`src/rtl/cmd_rsp_timer.sv`:
```
// Counts idle line samples while waiting for a start bit.
// Assumes clr is raised at the command end; expire marks the last allowed idle sample.
module cmd_rsp_timer #(
    parameter int LIMIT = 64
) (
    input  logic clk,
    input  logic rst_n,
    input  logic clr,
    input  logic run,
    output logic expire
);
    localparam int CW = $clog2(LIMIT + 1);
    logic [CW-1:0] cnt;

    // Count idle samples, restart at every command end.
    always_ff @(posedge clk) begin
        if (!rst_n || clr)
            cnt <= '0;
        else if (run)
            cnt <= cnt + 1'b1;
    end

    // The final idle sample of the window is the one seen at count LIMIT-1.
    always_comb expire = run && (cnt == CW'(LIMIT - 1));

    p_cnt_bound_r2: assert property (@(posedge clk) disable iff (!rst_n)
        cnt <= CW'(LIMIT - 1) || !run);
endmodule

```
`config.mk`:
```
export PLATFORM = sky130hd
export DESIGN_NAME = cmd_rsp_timer
export DESIGN_NICKNAME = d
export VERILOG_FILES = /design/src/rtl/cmd_rsp_timer.sv
export SDC_FILE = /design/constraint.sdc
export NUM_CORES = 1
export LEC_CHECK = 0
export CAP_MARGIN = 20
export CORE_AREA = 2 2 39 41
export CTS_CLUSTER_SIZE = 25
export DETAILED_ROUTE_END_ITERATION = 8
export DIE_AREA = 0 0 41 43
export PLACE_DENSITY = 0.4
export SETUP_SLACK_MARGIN = 0.5
export SYNTH_ARGS = -nofsm -noshare
export SYNTH_HDL_FRONTEND = slang
export SYNTH_SLANG_ARGS = --single-unit
```
`constraint.sdc`:
```
create_clock -name clk -period 3.95 [get_ports clk]
set_clock_uncertainty 0.15 [all_clocks]
set_input_delay 1.185 -clock clk [delete_from_list [all_inputs] [get_ports clk]]
set_output_delay 1.185 -clock clk [all_outputs]
set_load 0.1 [all_outputs]
```
**After elaboration in Yosys (flattened, before gate mapping)**

Cells that the tools add are included.

- Register bits after elaboration: 7
- Bits of input ports: 4
- Output and inout port bits: 1

- Add/sub/neg operators: 1
- Equality and inequality tests: 1
- Reductions and logical operators: 3

Operators by type and width:

| kind | count |
|---|---|
| $add A7 B1 Y7 const B | 1 |
| $eq A7 B6 Y1 const B | 1 |
| $logic_and A1 B1 Y1 | 1 |
| $logic_not A1 Y1 | 1 |
| $logic_or A1 B1 Y1 | 1 |

**Logic depth before layout (Yosys ltp)**

Gate-level depths: netlist of run 1.

- Depth after elaboration: 2
- Gate-level depth with buffers: 4
- Gate-level depth less buffers: 4

**Least setup slack after synthesis of run 1**

OpenSTA, ideal clock, no wires.

- Path kind: input to output
- From: in run
- To: out expire
- Data arrival time: 2,270 ps
- Required time: 2,615 ps
- Slack: 345 ps
- Stages on the path: 3
- Cells stage by stage: nand4_1 -> or3_1 -> inv_1

- Word-level cells in the longest chain between the ends: 1

Ends and longest elaborated chain:

| element | line | text |
|---|---|---|
| start: declaration | 9 | `input logic run,` |
| $logic_and A1 B1 Y1 | 24 | `always_comb expire = run && (cnt == CW'(LIMIT - 1));` |
| end: declaration | 10 | `output logic expire` |

No other way between the ends.

**Worst setup path after layout of run 1**

Same ends and word-level chain as after synthesis.

==> impl_metrics.tcl, run 1 <==
set metrics [dict create \
    hp-class "reg2reg" \
    setup_ws_ns 0.548 \
    num_io_pins 5 \
    maxSlewHeadroom_pct 83.3 \
    die_area_mm2 0.00176 \
    grt_pass1_vias 255 \
    netlist_top_cells_area "dfxtp_1, xor2_1, nor2_1" \
    worst_ep_arrival_time_ns 2.07 \
    antenna_found_initial 0 \
    top_regs "cnt x7" \
    tightestPinTransition_ns 0.250 \
    mostFrequentLayoutCell "dfxtp_1" \
    drtIter0Drc 4 \
    drive_gt1_share_pct 22.0 \
    drv_cap 0 \
    cts.sinks 7 \
    period_share_pct 86.1 \
    slew_viol_final 0 \
    htree_levels 1 \
    postCtsHoldBufs 0 \
    start_kind "primary input" \
    synth_warnings 0 \
    max_clock_freq_mhz 294 \
    die_h_um 43 \
    via_count 244 \
    p_total_mw 0.143 \
    drcViolationCount 0 \
    grt_overflow_total 0 \
    critPathKind "in2out" \
    chipWidth_um 41 \
    dr.pass1.iters 4 \
    post_cts_buffers 0 \
    cts_tree "built" \
    post-route-util_pct 28.8 \
    ys_types 13 \
    ant_nets 0 \
    hold_violations 0 \
    syn_nets 36 \
    diodes 0 \
    numCtsBuffers 3 \
    status "finished, final reports clean" \
    syn_area_per_cell_um2 9.12 \
    place_ws_ns 0.121 \
    fin_setup_tns_ns 0 \
    post_drt_via_cell_ratio 4.28 \
    clk_pin_slew_ns 0.05 \
    cts_root_buffer "clkbuf_4" \
    core_area_mm2 0.00138 \
    grt_pass1_wl_um 959 \
    final-setup-viol-count 0 \
    synth_top_area_cell "dfxtp_1" \
    gp_congestion 0.630 \
    power_density_mw_per_mm2 361 \
    fin_crit_ns 3.40 \
    dpl.hpwl_um 446 \
    syn_inst 31 \
    total_leakage_power_nw 0.143 \
    syn_to_final_growth_pct 40.7 \
    worstPathMaxFanout 2 \
    syn_area_um2 283 \
    largest-register "cnt" \
    wl_per_cell_um 9.39 \
    io_buffer_count 4 \
    grt_usage_pct 8.26 \
    cp.required_ns 2.61 \
    grt_max_degree 8 \
    ys_seq_area_share_pct 49.6 \
    yosysTopAreaCellShare_pct 49.6 \
    crit_path_end_kind "primary output" \
    final_cell_mix "dfxtp_1, nor2_1, nand2_1, xor2_1, clkbuf_4" \
    clk_path_buf_depth 2 \
    start_util_pct 20.4 \
    num_rows 14 \
    ys_seq_elements 7 \
    drt_wl_total_um 535 \
    largest_register_ff_count 7 \
    rsz0062_at_grt "false" \
    clock_latency_ns 0.24 \
    ir_drop_uv 158 \
    fin_nets 47 \
]
## final timing paths
| kind | cells past startpoint | slack, ns | startpoint | to |
|---|---|---|---|---|
| setup reg to reg | 4 | 2.48 | cnt[0] | cnt[6] |
| hold reg to reg | 2 | 0.32 | cnt[6] | cnt[6] |
| hold / removal | 2 | 0.32 | cnt[6] | cnt[6] |
| setup / recovery | 5 | 0.55 | run | expire |
## worst max-delay path, stage by stage
cell and delay, ns:
buf_2 0.09, nand4_1 0.10, or3_4 0.43, clkinvlp_4 0.09, buf_12 0.16
## report_power, final
group          internal, mW  switching [mW]  leakage (nW)
Sequential           0.0714        0.000718        0.0565
Combinational       0.00442         0.00324        0.0711
Clock                0.0385          0.0252        0.0150
Total                 0.114          0.0292         0.143
## area by class of cell
cell class / instances / area [um2]
tap: 16 / 20.0
multi-input combinational: 23 / 144
sequential: 7 / 140
clock buffer: 4 / 26.3
fill: 143 / 986
timing repair buffer: 6 / 60.1
inverter: 1 / 7.51
## metrics by stage
step / std cells / hold WS (ns) / cell area (um2)
finish: 57 / 0.325 / 398
global placement: 53 / 0.309 / 372
detailed placement: 53 / 0.312 / 372
global route: 57 / 0.360 / 398
CTS: 57 / 0.324 / 404
floorplan: 31 / 0.299 / 287
## cells in the mapped netlist
cell type	count
ha_1	1
a21oi_1	2
xor2_1	3
xnor2_1	1
nor2_1	5
nand4_1	2
nand2b_1	1
inv_1	1
nand2_1	3
mux2i_1	1
dfxtp_1	7
o21ai_0	2
or3_1	2
## cell families (layout without fill, tap and decap cells)
group	count (synthesis)	count (layout)	synth area share, %
flip-flops	7	7	49.6
multiplexers	1	1	3.54
AND/OR/NAND/NOR	13	13	21.7
buffers and inverters	1	11	1.33
adder cells (fa/ha/maj)	1	1	4.42
AO/OA/AOI/OAI	4	4	7.08
XOR/XNOR	4	4	12.4
## per-layer routing
metal / global-route usage (%) / routed length [um]
met1: 7.47 / 212
met2: 13.8 / 296
met3: 1.57 / 17
met4: 8.00 / 8
met5: 0 / 0
## repair_timing
| action | 4_1_cts | 5_1_grt |
|---|---|---|
| resized for setup | 4 | 1 |
| hold endpoints to repair | 0 | 0 |
| setup endpoints to repair | 1 | 1 |
| pin swaps | 1 | 1 |
Note: power is estimated with default switching activity, not from simulation.
==> inputs of run 2 (changes only) <==
--- a/config.mk
+++ b/config.mk
@@ -12,6 +12,7 @@
 export DIE_AREA = 0 0 41 43
 export PLACE_DENSITY = 0.4
 export SETUP_SLACK_MARGIN = 0.5
+export SLEW_MARGIN = 5
 export SYNTH_ARGS = -nofsm -noshare
 export SYNTH_HDL_FRONTEND = slang
 export SYNTH_SLANG_ARGS = --single-unit
==> results of run 2 <==
Same layout as run 1: the final DEF is identical, and so are final timing and power.
